### config.mk
export PLATFORM = sky130hd
export DESIGN_NAME = vf_ramp_ctrl
export DESIGN_NICKNAME = d
export VERILOG_FILES = /design/src/rtl/vf_pkg.sv /design/src/rtl/vf_accel_decode.sv /design/src/rtl/vf_ramp_fsm.sv /design/src/rtl/vf_curve_map.sv /design/src/rtl/vf_ramp_ctrl.sv
export SDC_FILE = /design/constraint.sdc
export NUM_CORES = 1
export LEC_CHECK = 0
export ABC_AREA = 1
export BUFFER_PORTS_ARGS = -buffer_cell sky130_fd_sc_hd__clkbuf_2
export CORE_ASPECT_RATIO = 0.8
export CORE_MARGIN = 8
export CORE_UTILIZATION = 45
export DETAILED_ROUTE_END_ITERATION = 10
export SYNTH_ARGS = -nofsm -noshare
export SYNTH_HDL_FRONTEND = slang
export SYNTH_SLANG_ARGS = --single-unit
### constraint.sdc
create_clock -name clk -period 18.8 [get_ports clk]
set_clock_uncertainty 0.1 [all_clocks]
set_input_delay 2.82 -clock clk [delete_from_list [all_inputs] [get_ports clk]]
set_output_delay 2.82 -clock clk [all_outputs]
set_load 0.03 [all_outputs]
### src/rtl/vf_pkg.sv
package vf_pkg;

    typedef enum logic [1:0] {
        ST_IDLE,
        ST_ACCEL,
        ST_DECEL,
        ST_HOLD
    } ramp_state_e;

    // Scale a voltage in millivolts to the amplitude code, rounded to nearest.
    function automatic int unsigned mv_to_code(int unsigned mv,
                                               int unsigned full_mv,
                                               int unsigned code_full);
        return (mv * code_full + full_mv / 2) / full_mv;
    endfunction

endpackage

### src/rtl/vf_accel_decode.sv
module vf_accel_decode #(
    parameter int unsigned CODE_W        = 5,
    parameter int unsigned LIM_W         = 17,
    parameter int unsigned TICKS_PER_S   = 1000,
    parameter int unsigned FINE_STEPS    = 9,
    parameter int unsigned COARSE_BASE_S = 10,
    parameter int unsigned COARSE_STEP_S = 5,
    parameter int unsigned T_MAX_S       = 60
) (
    input  logic [CODE_W-1:0] accel_sel,
    output logic [LIM_W-1:0]  limit
);
    localparam int unsigned COARSE_N = (T_MAX_S - COARSE_BASE_S) / COARSE_STEP_S + 1;

    int unsigned code_i;
    int unsigned secs;

    always_comb begin
        code_i = 32'(accel_sel);
        if (code_i < FINE_STEPS) begin
            secs = code_i + 1;
        end else if (code_i < FINE_STEPS + COARSE_N) begin
            secs = COARSE_BASE_S + COARSE_STEP_S * (code_i - FINE_STEPS);
        end else begin
            secs = T_MAX_S;
        end
        limit = LIM_W'(secs * TICKS_PER_S);
    end

endmodule

### src/rtl/vf_ramp_fsm.sv
module vf_ramp_fsm
    import vf_pkg::*;
#(
    parameter int unsigned FREQ_W  = 7,
    parameter int unsigned LIM_W   = 17,
    parameter int unsigned F_RATED = 50
) (
    input  logic              clk,
    input  logic              rst_n,
    input  logic              tick,
    input  logic [FREQ_W-1:0] tgt,
    input  logic [LIM_W-1:0]  limit,
    output logic [FREQ_W-1:0] freq,
    output ramp_state_e       state
);
    localparam logic [LIM_W-1:0] RATE = LIM_W'(F_RATED);

    ramp_state_e       state_nx;
    logic [LIM_W-1:0]  acc_q;
    logic [LIM_W-1:0]  acc_base;
    logic [LIM_W-1:0]  acc_sum;
    logic [LIM_W-1:0]  acc_rem;
    logic              go_up;
    logic              go_dn;
    logic              dir_kept;

    assign go_up    = tgt > freq;
    assign go_dn    = tgt < freq;
    assign dir_kept = (go_up && state == ST_ACCEL) || (go_dn && state == ST_DECEL);
    assign acc_base = dir_kept ? acc_q : '0;
    assign acc_sum  = acc_base + RATE;
    assign acc_rem  = acc_sum - limit;

    // Next-state decision
    always_comb begin
        state_nx = state;
        unique case (state)
            ST_IDLE: begin
                if (go_up) state_nx = ST_ACCEL;
            end
            ST_ACCEL: begin
                if (go_dn)       state_nx = ST_DECEL;
                else if (!go_up) state_nx = ST_HOLD;
            end
            ST_DECEL: begin
                if (go_up)                  state_nx = ST_ACCEL;
                else if (!go_dn)            state_nx = (freq == '0) ? ST_IDLE : ST_HOLD;
            end
            ST_HOLD: begin
                if (go_up)      state_nx = ST_ACCEL;
                else if (go_dn) state_nx = ST_DECEL;
            end
            default: state_nx = ST_IDLE;
        endcase
    end

    // State register
    always_ff @(posedge clk or negedge rst_n) begin
        if (!rst_n) state <= ST_IDLE;
        else        state <= state_nx;
    end

    // Frequency and accumulator
    always_ff @(posedge clk or negedge rst_n) begin
        if (!rst_n) begin
            freq  <= '0;
            acc_q <= '0;
        end else if (!go_up && !go_dn) begin
            acc_q <= '0;
        end else if (tick) begin
            if (acc_sum >= limit) begin
                freq  <= go_up ? freq + 1'b1 : freq - 1'b1;
                acc_q <= (acc_rem >= limit) ? '0 : acc_rem;
            end else begin
                acc_q <= acc_sum;
            end
        end else begin
            acc_q <= acc_base;
        end
    end

endmodule

### src/rtl/vf_curve_map.sv
module vf_curve_map
    import vf_pkg::*;
#(
    parameter int unsigned FREQ_W     = 7,
    parameter int unsigned VOLT_W     = 10,
    parameter int unsigned F_RATED    = 50,
    parameter int unsigned V_RATED_MV = 220000,
    parameter int unsigned BOOST1_MV  = 21500,
    parameter int unsigned BOOST2_MV  = 34500,
    parameter int unsigned BOOST3_MV  = 43000,
    parameter int unsigned KNEE1_HZ   = 5,
    parameter int unsigned KNEE2_HZ   = 8,
    parameter int unsigned KNEE3_HZ   = 10
) (
    input  logic              clk,
    input  logic              rst_n,
    input  logic [FREQ_W-1:0] freq,
    input  logic [1:0]        curve_sel,
    output logic [VOLT_W-1:0] volt
);
    localparam int unsigned VFULL = (1 << VOLT_W) - 1;
    localparam int unsigned N_CURVE = 4;
    localparam int unsigned KNEE  [N_CURVE] = '{0, KNEE1_HZ, KNEE2_HZ, KNEE3_HZ};
    localparam int unsigned FLOOR [N_CURVE] = '{
        0,
        mv_to_code(BOOST1_MV, V_RATED_MV, VFULL),
        mv_to_code(BOOST2_MV, V_RATED_MV, VFULL),
        mv_to_code(BOOST3_MV, V_RATED_MV, VFULL)
    };

    logic [N_CURVE-1:0] in_boost;
    logic [VOLT_W-1:0]  floor_v [N_CURVE];
    logic [31:0]        lin_prod;
    logic [31:0]        lin_q32;
    logic [VOLT_W-1:0]  volt_nx;

    for (genvar g = 0; g < N_CURVE; g++) begin : g_curve
        assign in_boost[g] = (freq != '0) && (32'(freq) <= KNEE[g]);
        assign floor_v[g]  = VOLT_W'(FLOOR[g]);
    end

    assign lin_prod = 32'(freq) * VFULL;
    assign lin_q32  = (lin_prod + F_RATED / 2) / F_RATED;

    always_comb begin
        if (freq == '0) begin
            volt_nx = '0;
        end else if (32'(freq) >= F_RATED) begin
            volt_nx = VOLT_W'(VFULL);
        end else if (in_boost[curve_sel]) begin
            volt_nx = floor_v[curve_sel];
        end else begin
            volt_nx = lin_q32[VOLT_W-1:0];
        end
    end

    always_ff @(posedge clk or negedge rst_n) begin
        if (!rst_n) volt <= '0;
        else        volt <= volt_nx;
    end

endmodule

### src/rtl/vf_ramp_ctrl.sv
module vf_ramp_ctrl
    import vf_pkg::*;
#(
    parameter int unsigned FREQ_W        = 7,
    parameter int unsigned VOLT_W        = 10,
    parameter int unsigned CODE_W        = 5,
    parameter int unsigned F_RATED       = 50,
    parameter int unsigned F_MAX         = 60,
    parameter int unsigned TICKS_PER_S   = 1000,
    parameter int unsigned FINE_STEPS    = 9,
    parameter int unsigned COARSE_BASE_S = 10,
    parameter int unsigned COARSE_STEP_S = 5,
    parameter int unsigned T_MAX_S       = 60
) (
    input  logic              clk,
    input  logic              rst_n,
    input  logic              tick_1ms,
    input  logic              run,
    input  logic [FREQ_W-1:0] tgt_hz,
    input  logic [1:0]        curve_sel,
    input  logic [CODE_W-1:0] accel_sel,
    output logic [FREQ_W-1:0] freq_hz,
    output logic [VOLT_W-1:0] volt_cmd
);
    localparam int unsigned LIM_W = $clog2(T_MAX_S * TICKS_PER_S + F_RATED + 1) + 1;
    localparam logic [FREQ_W-1:0] FMAX_V = FREQ_W'(F_MAX);

    logic [FREQ_W-1:0] tgt_eff;
    logic [LIM_W-1:0]  limit;
    ramp_state_e       state;

    assign tgt_eff = !run ? '0 : ((tgt_hz > FMAX_V) ? FMAX_V : tgt_hz);

    vf_accel_decode #(
        .CODE_W(CODE_W), .LIM_W(LIM_W), .TICKS_PER_S(TICKS_PER_S),
        .FINE_STEPS(FINE_STEPS), .COARSE_BASE_S(COARSE_BASE_S),
        .COARSE_STEP_S(COARSE_STEP_S), .T_MAX_S(T_MAX_S)
    ) u_dec (
        .accel_sel(accel_sel),
        .limit(limit)
    );

    vf_ramp_fsm #(
        .FREQ_W(FREQ_W), .LIM_W(LIM_W), .F_RATED(F_RATED)
    ) u_ramp (
        .clk(clk), .rst_n(rst_n), .tick(tick_1ms), .tgt(tgt_eff),
        .limit(limit), .freq(freq_hz), .state(state)
    );

    vf_curve_map #(
        .FREQ_W(FREQ_W), .VOLT_W(VOLT_W), .F_RATED(F_RATED)
    ) u_map (
        .clk(clk), .rst_n(rst_n), .freq(freq_hz),
        .curve_sel(curve_sel), .volt(volt_cmd)
    );

endmodule

Word-level counts from Yosys, hierarchy flattened
Cells that the tools add are included.
W data, S select, Z words.
{"block": "classes", "n_div": 1, "reduce_logical": 15, "muxes": 27, "multipliers": 3, "n_bitwise": 2, "addsub": 8, "n_eq_ne": 7, "n_lt_le_gt_ge": 14}
{"operator": "$mux W17", "count": 5}
{"operator": "$mux W32", "count": 2}
{"operator": "$mux W10", "count": 5}
{"operator": "$ge A17 B17 Y1", "count": 2}
{"operator": "$add A4 B32 Y32 const A", "count": 1}
{"operator": "$div A32 B6 Y32 const B", "count": 1}
{"operator": "$mul A3 B32 Y32 const A", "count": 1}
{"operator": "$mul A32 B7 Y14 const B", "count": 1}
{"operator": "$mux W7", "count": 3}
{"operator": "$bmux W10 S2", "count": 1}
{"operator": "$add A17 B5 Y18 const B", "count": 1}
{"operator": "$add A17 B6 Y17 const B", "count": 1}
{"operator": "$mul A7 B10 Y17 const B", "count": 1}
{"operator": "$sub A17 B17 Y17", "count": 1}
{"operator": "$mux W2", "count": 8}
{"operator": "$le A7 B4 Y1 const B", "count": 2}
{"operator": "$pmux W2 S4", "count": 1}
{"operator": "$add A7 B1 Y7 const B", "count": 1}
{"operator": "$ge A7 B6 Y1 const B", "count": 1}
{"operator": "$gt A7 B6 Y1 const B", "count": 1}
{"operator": "$gt A7 B7 Y1", "count": 1}
{"operator": "$le A7 B1 Y1 const B", "count": 1}
{"operator": "$le A7 B3 Y1 const B", "count": 1}
{"operator": "$logic_and A1 B1 Y1", "count": 7}
{"operator": "25 further kinds", "count": 27}
{"block": "word_totals", "ff_bits": 36, "word_cells": 81, "in_bits": 18, "output_inout_bits": 17}

Longest topological paths before layout
{"block": "logic_depth", "word_depth": 14, "mapped_depth": 84, "ltp_nobuf": 84}

Modules after synthesis
A second synthesis with hierarchy kept.
{"block": "unflattened", "cells_unflattened": 1643, "hier_area_um2": 10790.3}
{"mod": "vf_curve_map", "area_each_um2": 4688.2, "cells_per_inst": 737, "n_inst": 1, "seq_area_each_um2": 250.2}
{"mod": "vf_ramp_fsm", "area_each_um2": 3732.3, "cells_per_inst": 571, "n_inst": 1, "seq_area_each_um2": 650.6}
{"mod": "vf_accel_decode", "area_each_um2": 2279.7, "cells_per_inst": 312, "n_inst": 1, "seq_area_each_um2": 0.0}
{"mod": "vf_ramp_ctrl", "area_each_um2": 90.1, "cells_per_inst": 23, "n_inst": 1, "seq_area_each_um2": 0.0}

Worst setup path after synthesis
No wires, ideal clock.
{"block": "synth_timing", "kind": "input to register", "start": "input accel_sel[0]", "end": "register u_ramp.acc_q[13]", "setup_time_ns": 0.142, "required_time_ns": 18.558, "path_slack_ns": 8.187, "n_path_buf": 1, "arrival_ns": 10.372, "cell_stages": 45, "cell_sequence": "inv_1 ha_1 nand2_1 nand2_1 inv_1 nor2_1 nor2_1 inv_1 ha_1 ha_1 ha_1 xnor2_1 nand2_1 nand2_1 inv_1 ha_1 fa_1 inv_1 [... 9 more ...] o21ai_0 xnor2_1 ha_1 nand2_1 inv_1 o21ai_0 nand2_1 xnor2_1 inv_1 ha_1 nand4_1 nor4_1 nand3_1 nand2_1 nor2_1 clkbuf_1 a221oi_1 a211oi_1"}
{"block": "synth_between", "elab_chain_cells": 12, "word_cells_on_any_way": 16, "cone_classes": "add/sub (4); mul (2); order compare (4); mux (6)"}
{"element": "from (decl)", "line_no": "vf_ramp_ctrl.sv:21", "text": "input logic [CODE_W-1:0] accel_sel,"}
{"element": "$sub A5 B4 Y6", "line_no": "vf_accel_decode.sv:23", "text": "secs = COARSE_BASE_S + COARSE_STEP_S * (code_i - FINE_STEPS);"}
{"element": "$mul A3 B32 Y32", "line_no": "vf_accel_decode.sv:23"}
{"element": "$add A4 B32 Y32", "line_no": "vf_accel_decode.sv:23"}
{"element": "$mux W32", "line_no": "vf_accel_decode.sv:22", "text": "end else if (code_i < FINE_STEPS + COARSE_N) begin"}
{"element": "$mux W32 *", "line_no": "vf_accel_decode.sv:20", "text": "if (code_i < FINE_STEPS) begin"}
{"element": "$mul A32 B7 Y14 *", "line_no": "vf_accel_decode.sv:27", "text": "limit = LIM_W'(secs * TICKS_PER_S);"}
{"element": "$sub A17 B17 Y17", "line_no": "vf_ramp_fsm.sv:32", "text": "assign acc_rem = acc_sum - limit;"}
{"element": "$ge A17 B17 Y1", "line_no": "vf_ramp_fsm.sv:73", "text": "acc_q <= (acc_rem >= limit) ? '0 : acc_rem;"}
{"element": "$mux W17", "line_no": "vf_ramp_fsm.sv:73"}
{"element": "$mux W17 *", "line_no": "vf_ramp_fsm.sv:71", "text": "if (acc_sum >= limit) begin"}
{"element": "$mux W17 *", "line_no": "vf_ramp_fsm.sv:70", "text": "end else if (tick) begin"}
{"element": "$mux W17 *", "line_no": "vf_ramp_fsm.sv:68", "text": "end else if (!go_up && !go_dn) begin"}
{"element": "to (signal assigned)", "line_no": "vf_ramp_fsm.sv:73"}
{"element": "to (signal assigned)", "line_no": "vf_ramp_fsm.sv:75", "text": "acc_q <= acc_sum;"}
{"element": "to (signal assigned)", "line_no": "vf_ramp_fsm.sv:78", "text": "acc_q <= acc_base;"}
{"element": "to (decl)", "line_no": "vf_ramp_fsm.sv:19", "text": "logic [LIM_W-1:0] acc_q;"}
Every way passes the cells marked *; elsewhere a longest branch is shown, timed or not.
A chain may end at the register's enable or synchronous reset.

Worst setup path in the final report
{"block": "layout_timing", "start": "input accel_sel[0]", "end": "register u_ramp.acc_q[16]"}
Same word-level chain as after synthesis.

==> results.cfg <==
[outcome]
status = finished clean

[die]
pin_count = 35
die_w_um = 179
dieArea_sq_um = 26100
die_y_um = 146
core_area_sq_um = 20700
num_rows = 47
initial_core_util_pct = 46.0

[layout]
layout-drive-gt1-share_pct = 13.1
multi_input_area_sq_um = 7470
insertedDiodeCount = 0
finalCoreUtilization_pct = 49.0
fill_cells = 2134
finalNetCount = 1619
seq_area_sq_um = 901
instances_no_fill = 1667
area_growth_pct = 6.63

[critical_path]
critical_path.max_stage_delay_ns = 0.60
cp-end-kind = flop
required_ns = 18.93
crit_top_cell = inv_1
cp_max_fo = 13
cp.buffers_inverters = 11
startpoint_type = primary input
critPathArrivalTime_ns = 11.57
critPathKind = primary input to flop
crit_family = adder cells
slowest_stage = nor2_1

[cts]
clkTransAtPathRegs_ns = 0.06
cts_sinks = 36
numCtsBuffers = 5
clkLatencyLatePin_ns = 0.28
h-tree-depth = 2
cts_tree = yes
ctsLongestPathBuffers = 2
clockRootBuffer = clkbuf_16
ctsResizeCount = 0
ctsHoldBuffers = 0
cts_setup_buffers = 0

[synth]
synth_seq_cells = 36
synth_nets = 1584
ys_seq_area_share_pct = 9.47
ys_types = 52
synthTopCellsByArea = ha_1, fa_1, inv_1
synth_edf_count = 0
yosysMostFrequentCell = inv_1
synth_top_cell_area_share_pct = 18.9
ys_top_cells_by_count = inv_1, nand2_1, ha_1
async_flop_share_pct = 100
syn_area_sq_um = 9510
synth_ff_type = dfrtp_1
synth_top_area_cell = ha_1
synth_cells = 1363
postSynthAreaPerCell_sq_um = 6.98
ys_warn_count = 0

[detailed_routing]
vias = 8244
avgViaCountPerCell = 4.95
drc_errors = 0
routedWlPerCell_um = 12.7
first_iter_violations = 522
dr.pass1.iters = 5
wl_um = 21200
drtAntennaViolNets = 0

[place]
post-place-cells = 1660
globalplace.congestion = 0.848
hpwl_um = 18600
numPortBuffers = 34

[global_routing]
grt_overflow = 0
grt_pass1_vias = 7707
grt_usage_pct = 16.6
grt_pass1_wl_um = 36900
antenna_found_initial = 0
grt_max_degree = 37

[timing]
finalSetupViolations = 0
tns_ns = 0
finalMaxSlewViolations = 0
period_needed_ns = 11.45
finalHoldViolations = 0
rsz0062_at_grt = false
tightest_slew_ns = 0.931
slew_headroom_pct = 37.9
fmax_ghz = 0.0874
post-route-period-util_pct = 60.9

[hold_path]
worstHoldPathType = flop to flop

[run]
drv_cap = 0
==> layout make-up <==
| class | instances | area share, % |
|---|---|---|
| inverters | 297 | 11.0 |
| flip-flops and latches | 36 | 8.88 |
| well taps | 269 | 3.32 |
| clock buffers | 7 | 1.50 |
| multi-input cells | 1024 | 73.6 |
| repair buffers | 34 | 1.68 |
==> routing by layer <==
layer  share of wire [%]  global-route usage [%]  up-vias  routed length [um]
li1                    -                       -     4404                   -
met1                  56                    26.5     3727               11800
met2                  41                    24.2      104                8640
met3                 3.2                    1.11        9                 679
met4                0.60                    2.27        0                 128
met5                   0                       0        -                   0
==> cell families after synthesis <==
kind of cell	Yosys count	synth area share [%]
AO/OA/AOI/OAI	172	10.8
XOR/XNOR	62	5.71
adder cells (fa/ha/maj)	203	31.4
buffers and inverters	303	12.0
flip-flops	36	9.47
other	1	0.0394
AND/OR/NAND/NOR	586	30.6
==> worst min-delay path, cell delays in order, from the launching register on <==
cell and delay (ns):
dfrtp_1 0.36, nand3_1 0.08, inv_1 0.05
==> cell usage in the layout, fill, tap and decap left out, drive strengths merged, types with 2 or more instances in the layout <==
| master | netlist | final |
|---|---|---|
| ha | 144 | 144 |
| dfrtp | 36 | 36 |
| nand2 | 345 | 345 |
| clkinv | 5 | 5 |
| o211ai | 3 | 3 |
| fa | 59 | 59 |
| nand3 | 101 | 101 |
| a21o | 5 | 5 |
| inv | 292 | 292 |
| nor4 | 2 | 2 |
| nand4 | 25 | 25 |
| a31oi | 3 | 3 |
| nand3b | 2 | 2 |
| o21a | 2 | 2 |
| xnor2 | 19 | 19 |
| and2 | 5 | 5 |
| clkbuf | 5 | 41 |
| o221ai | 2 | 2 |
| or2 | 3 | 3 |
| nor2 | 91 | 91 |
| xor2 | 43 | 43 |
| o21ai | 55 | 55 |
| a211oi | 6 | 6 |
| o21bai | 7 | 7 |
| a22oi | 3 | 3 |
| a21oi | 67 | 67 |
| a221oi | 10 | 10 |
| nor3 | 11 | 11 |
==> flip-flops by register name, indices dropped and copies added (netlist names) <==
signal	cells
u_ramp.freq	7
u_ramp.acc_q	17
u_map.volt	10
u_ramp.state	2
==> through the flow <==
stage	hold WS (ns)	worst slack (ns)	area [sq um]
2_1_floorplan	0.364	8.19	9510
3_3_place_gp	0.389	7.36	9990
3_5_place_dp	0.394	7.12	9990
4_1_cts	0.412	7.41	10100
5_1_grt	0.455	6.56	10100
6_report	0.416	7.35	10100
==> worst paths after layout <==
| path | start | cells past startpoint | end | slack [ns] |
|---|---|---|---|---|
| min in group asynchronous | rst_n | 1 | u_map.volt[2] | 2.57 |
| min reg2reg | u_ramp.acc_q[0] | 2 | u_ramp.acc_q[0] | 0.42 |
| max | accel_sel[0] | 46 | u_ramp.acc_q[16] | 7.35 |
| max reg2reg | u_ramp.freq[4] | 71 | u_map.volt[0] | 8.42 |
| max in group asynchronous | rst_n | 1 | u_ramp.acc_q[4] | 15.45 |
| min | u_ramp.acc_q[0] | 2 | u_ramp.acc_q[0] | 0.42 |
Power is not shown: default switching activity piles up to over one toggle a cycle in this logic, so the estimate is an artifact.
